==> src/rtl/jtag_ir_pkg.sv <==
package jtag_ir_pkg;

    localparam int IR_W = 2;

    typedef enum logic [IR_W-1:0] {
        OP_EXTEST = 2'b00,
        OP_SPARE  = 2'b01,
        OP_SAMPLE = 2'b10,
        OP_BYPASS = 2'b11
    } ir_op_e;

    localparam logic [IR_W-1:0] IR_CAPTURE = 2'b01;

    typedef struct packed {
        logic [IR_W-1:0] sh;
        logic            byp;
    } rise_st_t;

    typedef struct packed {
        logic [IR_W-1:0] ir;
        logic            tdo;
        logic            oe;
    } fall_st_t;

    typedef struct packed {
        logic sel_bsr;
        logic sel_byp;
        logic extest;
    } dec_t;

endpackage

==> src/rtl/jtag_ir_shift.sv <==
module jtag_ir_shift
    import jtag_ir_pkg::*;
(
    input  logic            tck,
    input  logic            tlr,
    input  logic            tdi,
    input  logic            cap_ir,
    input  logic            shift_ir,
    input  logic            cap_dr,
    input  logic            shift_dr,
    output logic [IR_W-1:0] sh_q,
    output logic            byp_q
);

    rise_st_t st_d, st_q;

    always_comb begin
        st_d = st_q;
        if (cap_ir) begin
            st_d.sh = IR_CAPTURE;
        end else if (shift_ir) begin
            st_d.sh = {tdi, st_q.sh[IR_W-1:1]};
        end
        if (cap_dr) begin
            st_d.byp = 1'b0;
        end else if (shift_dr) begin
            st_d.byp = tdi;
        end
    end

    always_ff @(posedge tck or posedge tlr) begin
        if (tlr) begin
            st_q <= '{sh: IR_CAPTURE, byp: 1'b0};
        end else begin
            st_q <= st_d;
        end
    end

    assign sh_q  = st_q.sh;
    assign byp_q = st_q.byp;


    capture_pattern_chk: assert property (@(posedge tck) disable iff (tlr)
        $past(cap_ir) |-> (st_q.sh == IR_CAPTURE));


    shift_entry_chk: assert property (@(posedge tck) disable iff (tlr)
        ($past(shift_ir) && !$past(cap_ir)) |-> (st_q.sh[IR_W-1] == $past(tdi)));


    bypass_capture_chk: assert property (@(posedge tck) disable iff (tlr)
        $past(cap_dr) |-> (st_q.byp == 1'b0));


    bypass_shift_chk: assert property (@(posedge tck) disable iff (tlr)
        ($past(shift_dr) && !$past(cap_dr)) |-> (st_q.byp == $past(tdi)));

endmodule

==> src/rtl/jtag_ir_decode.sv <==
module jtag_ir_decode
    import jtag_ir_pkg::*;
(
    input  logic [IR_W-1:0] ir,
    output dec_t            dec
);

    always_comb begin
        dec = '{sel_bsr: 1'b0, sel_byp: 1'b1, extest: 1'b0};
        unique case (ir_op_e'(ir))
            OP_EXTEST: dec = '{sel_bsr: 1'b1, sel_byp: 1'b0, extest: 1'b1};
            OP_SAMPLE: dec = '{sel_bsr: 1'b1, sel_byp: 1'b0, extest: 1'b0};
            OP_BYPASS,
            OP_SPARE:  dec = '{sel_bsr: 1'b0, sel_byp: 1'b1, extest: 1'b0};
            default:   dec = '{sel_bsr: 1'b0, sel_byp: 1'b1, extest: 1'b0};
        endcase
    end

endmodule

==> src/rtl/jtag_ir_fall.sv <==
module jtag_ir_fall
    import jtag_ir_pkg::*;
(
    input  logic            tck,
    input  logic            tlr,
    input  logic            upd_ir,
    input  logic            shift_ir,
    input  logic            shift_dr,
    input  logic [IR_W-1:0] sh,
    input  logic            byp,
    input  logic            bsr_tdo,
    input  dec_t            dec,
    output logic [IR_W-1:0] ir_q,
    output logic            tdo_q,
    output logic            oe_q
);

    fall_st_t st_d, st_q;

    always_comb begin
        st_d    = st_q;
        st_d.oe = shift_ir | shift_dr;
        if (upd_ir) begin
            st_d.ir = sh;
        end
        if (shift_ir) begin
            st_d.tdo = sh[0];
        end else if (shift_dr) begin
            st_d.tdo = dec.sel_bsr ? bsr_tdo : byp;
        end
    end

    always_ff @(negedge tck or posedge tlr) begin
        if (tlr) begin
            st_q <= '{ir: OP_BYPASS, tdo: 1'b0, oe: 1'b0};
        end else begin
            st_q <= st_d;
        end
    end

    assign ir_q  = st_q.ir;
    assign tdo_q = st_q.tdo;
    assign oe_q  = st_q.oe;


    ir_hold_chk: assert property (@(negedge tck) disable iff (tlr)
        !$past(upd_ir) |-> $stable(st_q.ir));


    one_path_chk: assert property (@(negedge tck) disable iff (tlr)
        $countones({dec.sel_bsr, dec.sel_byp}) == 1);


    extest_path_chk: assert property (@(negedge tck) disable iff (tlr)
        dec.extest |-> dec.sel_bsr);


    oe_idle_chk: assert property (@(posedge tck) disable iff (tlr)
        (!shift_ir && !shift_dr) |-> !st_q.oe);

endmodule

==> src/rtl/jtag_ir_ctrl.sv <==
module jtag_ir_ctrl
    import jtag_ir_pkg::*;
(
    input  logic            tck,
    input  logic            tdi,
    input  logic            bsr_tdo,
    input  logic            st_tlr,
    input  logic            st_cap_ir,
    input  logic            st_shift_ir,
    input  logic            st_upd_ir,
    input  logic            st_cap_dr,
    input  logic            st_shift_dr,
    output logic            tdo,
    output logic            tdo_oe,
    output logic [IR_W-1:0] ir_q,
    output logic            sel_bsr,
    output logic            sel_byp,
    output logic            extest_en
);

    logic [IR_W-1:0] sh_w;
    logic            byp_w;
    logic [IR_W-1:0] ir_w;
    dec_t            dec_w;

    jtag_ir_shift u_shift (
        .tck      (tck),
        .tlr      (st_tlr),
        .tdi      (tdi),
        .cap_ir   (st_cap_ir),
        .shift_ir (st_shift_ir),
        .cap_dr   (st_cap_dr),
        .shift_dr (st_shift_dr),
        .sh_q     (sh_w),
        .byp_q    (byp_w)
    );

    jtag_ir_decode u_dec (
        .ir  (ir_w),
        .dec (dec_w)
    );

    jtag_ir_fall u_fall (
        .tck      (tck),
        .tlr      (st_tlr),
        .upd_ir   (st_upd_ir),
        .shift_ir (st_shift_ir),
        .shift_dr (st_shift_dr),
        .sh       (sh_w),
        .byp      (byp_w),
        .bsr_tdo  (bsr_tdo),
        .dec      (dec_w),
        .ir_q     (ir_w),
        .tdo_q    (tdo),
        .oe_q     (tdo_oe)
    );

    assign ir_q      = ir_w;
    assign sel_bsr   = dec_w.sel_bsr;
    assign sel_byp   = dec_w.sel_byp;
    assign extest_en = dec_w.extest;

endmodule

==> config.mk <==
export PLATFORM = sky130hd
export DESIGN_NAME = jtag_ir_ctrl
export DESIGN_NICKNAME = d
export VERILOG_FILES = /design/src/rtl/jtag_ir_pkg.sv /design/src/rtl/jtag_ir_shift.sv /design/src/rtl/jtag_ir_decode.sv /design/src/rtl/jtag_ir_fall.sv /design/src/rtl/jtag_ir_ctrl.sv
export SDC_FILE = /design/constraint.sdc
export NUM_CORES = 1
export LEC_CHECK = 0
export ABC_AREA = 1
export BUFFER_PORTS_ARGS = -buffer_cell sky130_fd_sc_hd__buf_2
export CORE_AREA = 2 2 39 41
export CTS_BUF_LIST = sky130_fd_sc_hd__clkbuf_4
export CTS_CLUSTER_SIZE = 28
export DETAILED_ROUTE_END_ITERATION = 8
export DIE_AREA = 0 0 41 43
export PLACE_DENSITY = 0.55
export SETUP_SLACK_MARGIN = 0.4
export SYNTH_ARGS = -nofsm -noshare
export SYNTH_HDL_FRONTEND = slang
export SYNTH_SLANG_ARGS = --single-unit
==> constraint.sdc <==
create_clock -name tck -period 2.4 [get_ports tck]
set_input_delay 0.24 -clock tck [delete_from_list [all_inputs] [get_ports tck]]
set_output_delay 0.24 -clock tck [all_outputs]
set_load 0.01 [all_outputs]
# Word level (Yosys, flattened, before mapping)
# Index checks and enable logic that the tools add are counted.
# W data, S select, Z words.
op_classes:
  n_eq_ne: 3
  mux: 8
  bitwise: 1
  reduce_logical: 5
ops:
  columns: ["operator", "count"]
  rows:
  - ["$pmux W3 S3", 1]
  - ["$reduce_bool A2 Y1", 3]
  - ["$mux W1", 5]
  - ["$eq A2 B2 Y1 const B", 2]
  - ["$mux W2", 2]
  - ["$eq A2 B1 Y1 const B", 1]
  - ["$logic_not A2 Y1", 1]
  - ["$reduce_or A2 Y1", 1]
  - ["$or A1 B1 Y1", 1]
totals:
  register_bits: 7
  inputBits: 9
  wordCells: 22

# Longest topological paths before layout
depth:
  ltp_word: 6
  ltp_mapped: 5
  ltp_nobuf: 5

# Hierarchy
# From an unflattened synthesis, not the netlist that was laid out.
unflattened:
  hier_cells: 46
  area_unflattened_um2: 339.1
by_module_without_submodules:
  columns: ["mod", "n_inst", "cells_per_inst", "area_each_um2", "seq_area_each_um2"]
  rows:
  - ["jtag_ir_fall", 1, 25, 191.4, 102.6]
  - ["jtag_ir_shift", 1, 18, 136.4, 76.3]
  - ["jtag_ir_decode", 1, 3, 11.3, 0.0]

==> flow_metrics.env <==
export IMPL_status="finished, violations left"
export IMPL_violations="setup timing"
export IMPL_hold_worst_slack_ns=0.134
export IMPL_power_internal_mw=0.231
export IMPL_wl_per_cell_um=8.95
export IMPL_grt_use_met2=0.150
export IMPL_drv_slew=0
export IMPL_p_sw_frac=0.286
export IMPL_synth_fa_ha_area_frac=0
export IMPL_synth_commonest_cells="nand2_1 (10), inv_1 (8), nor2_1 (5)"
export IMPL_pre_cts_slack_ns=0.220
export IMPL_r2r_end="u_fall.tdo_q"
export IMPL_vias_per_cell=4.13
export IMPL_layout_setup_ws_ns=-0.0780
export IMPL_grt_pass1_vias=292
export IMPL_cts_tree="done"
export IMPL_synth_top_cell_area_share=0.246
export IMPL_start_util=0.231
export IMPL_rr_worst_depth=4
export IMPL_dr_pass1_iters=2
export IMPL_dr_total_vias=326
export IMPL_drt_initial_drc_count=3
export IMPL_synth_xor_area_frac=0
export IMPL_yosys_area_share_simple=0.262
export IMPL_yosysUniqueCellTypes=13
export IMPL_pwr_share_clk=0.363
export IMPL_crit_required_ns=2.16
export IMPL_yosys_warnings=0
export IMPL_syn_avg_cell_area_um2=8.21
export IMPL_clkTransAtPathRegs_ns=0.05
export IMPL_top_usage_layer="met2"
export IMPL_clockBufferDepth=2
export IMPL_place_hpwl_um=534
export IMPL_fillers=155
export IMPL_hp_class="input port to flop"
export IMPL_ys_seq_area_frac=0.559
export IMPL_power_switching_mw=0.0925
export IMPL_relSlewSlack=0.825
export IMPL_cpMaxStageDelayCell="dfstp_2"
export IMPL_finalPower_mw=0.323
export IMPL_die_h_um=43
export IMPL_post_route_drc_count=0
export IMPL_cp_arrival_ns=2.24
export IMPL_fin_nets=73
export IMPL_gp_congestion=0.646
export IMPL_async_reset_ff_frac=1.00
export IMPL_clock_root_buffer="clkbuf_4"
export IMPL_track_usage=0.109
export IMPL_use_met1=0.108
export IMPL_critical_path_class="flop to output pin"
export IMPL_area_growth_pct=57.8
export IMPL_timing_rr_start="u_shift.sh_q[0]"
export IMPL_seqPwrFrac=0.433
export IMPL_grt_pass1_wl_um=1190
export IMPL_ys_top_cells_by_area="dfstp_2 (25%), dfrtn_1 (16%), dfrtp_1 (16%)"
export IMPL_synth_compound_area_frac=0.0742
export IMPL_syn_num_nets=48
export IMPL_setup_violations=4
export IMPL_cts_sinks=7
export IMPL_hold_path_startpoint="st_cap_dr"
export IMPL_crit_path_max_fanout=5
export IMPL_ys_ff_latch=7
export IMPL_ios=16
export IMPL_crit_family="flip-flops"
export IMPL_grt_use_met3=0.0471
export IMPL_final_util=0.365
export IMPL_drv_cap=0
export IMPL_seq_area_um2=179
export IMPL_hold_end="u_shift.byp_q"
export IMPL_hold_depth=2
export IMPL_rsz0062_at_grt="true"
export IMPL_p_comb_frac=0.204
export IMPL_peakVddDrop_mv=0.203
export IMPL_insertion_delay_ns=0.31
export IMPL_synth_area_leader_cell="dfstp_2"
export IMPL_htreeDepth=1
export IMPL_multi_input_area_um2=113
export IMPL_end_kind="output pin"
export IMPL_synth_edf_count=0
export IMPL_syn_area_um2=320
export IMPL_p_leak_nw=0.277
export IMPL_crit_buf_inv=2
export IMPL_diodes=0
export IMPL_antenna_found_initial=0
export IMPL_chipWidth_um=41
export IMPL_dieArea_um2=1760
export IMPL_p_per_area_nw_per_um2=640
export IMPL_cts_buffers=3
export IMPL_drive_gt1_frac=0.508
export IMPL_slowest_delay_ns=0.56
export IMPL_synth_top_family_by_area="simple AND/OR/NAND/NOR gates"
export IMPL_synth_cells=39
export IMPL_row_count=14
export IMPL_grt_overflow=0
export IMPL_ys_flop_type="dfstp_2"
export IMPL_skew_ns=0.0538
export IMPL_finalWirelength_um=707
export IMPL_grt_max_degree=8
export IMPL_yosysMostFrequentCell="nand2_1"
export IMPL_synthMuxAreaShare=0
export IMPL_io_buffer_count=15
export IMPL_hold_viol_final=0
export IMPL_crit_chain="inv_2 -> buf_6"
export IMPL_detail_route_antenna_nets=0
export IMPL_startpoint_type="flop"
export IMPL_core_um2=1380
export IMPL_tightest_slew_ns=0.262
export IMPL_rrSetupSlack_ns=0.44
how the worst max path moves through the flow:
stage / from / endpoint / depth (start not counted)
final: u_fall.ir_q[0] / sel_bsr / 2
after global routing: u_fall.ir_q[0] / extest_en / 2
after CTS: u_fall.ir_q[0] / extest_en / 2
after detailed placement: u_fall.ir_q[0] / sel_bsr / 2
after global placement: u_fall.ir_q[0] / sel_bsr / 2
after floorplan: u_fall.ir_q[0] / sel_byp / 1
logic make-up after synthesis:
kind of cell / Yosys count
AND/OR/NAND/NOR: 19
buffers and inverters: 9
flip-flops: 7
AO/OA/AOI/OAI: 4
final cells by class:
class	count	area share
flip-flops and latches	7	0.354
repair buffers	20	0.265
multi-input cells	23	0.223
inverters	7	0.0520
clock buffers	3	0.0446
well taps	16	0.0396
clock inverters	3	0.0223
routing by layer:
| metal | routed length (um) | vias up |
|---|---|---|
| met4 | 33 | 0 |
| met3 | 68 | 5 |
| met1 | 275 | 144 |
| li1 | - | 161 |
| met2 | 329 | 16 |
| met5 | 0 | - |
stage by stage:
stage	TNS (ns)	cell area, um2	cells
after detailed placement	0	412	69
after global routing	-0.460	505	79
final	-0.248	505	79
after floorplan	0	322	39
after global placement	0	412	69
after CTS	-0.223	479	77
repair_timing:
item | in CTS | in global routing
cloned | 0 | 0
setup buffers | 2 | 2
gates resized for setup | 3 | 3
endpoints found under the hold margin | 2 | 0
pin swaps | 0 | 3
hold buffers | 1 | 0
setup endpoints to repair | 7 | 8
sequential cells by signal (all words and copies together), names as in the netlist:
name	cells
u_fall.oe_q	1
u_fall.ir_q	2
u_shift.sh_q	2
u_fall.tdo_q	1
u_shift.byp_q	1
worst reg2reg max path, stage by stage, from the launching register on:
cell and delay [ns]:
dfstp_2 0.38, nand2_2 0.05, inv_1 0.04, a21oi_2 0.09, nand2_1 0.06
placed cells by master (no fill, tap or decap):
master	n
buf_2	12
nand2_1	9
inv_1	8
nor2_1	4
buf_4	4
nor2_2	3
clkbuf_4	3
buf_6	3
dfstp_2	3
o21ai_0	2
dfrtn_1	2
dfrtp_1	2
nor3_1	1
nor3_2	1
inv_2	1
nand2_2	1
a21oi_2	1
a21oi_1	1
clkinv_1	1
dlygate4sd3_1	1
power groups by stage:
stage	sequential [mW]	combinational [mW]	clock (mW)
after floorplan	0.143	0.0237	0.00783
after global placement	0.140	0.0488	0.00783
after detailed placement	0.141	0.0492	0.00783
after CTS	0.139	0.0612	0.121
after global routing	0.142	0.0757	0.129
final	0.140	0.0659	0.117
No activity file was read; power rests on OpenSTA's default activity.
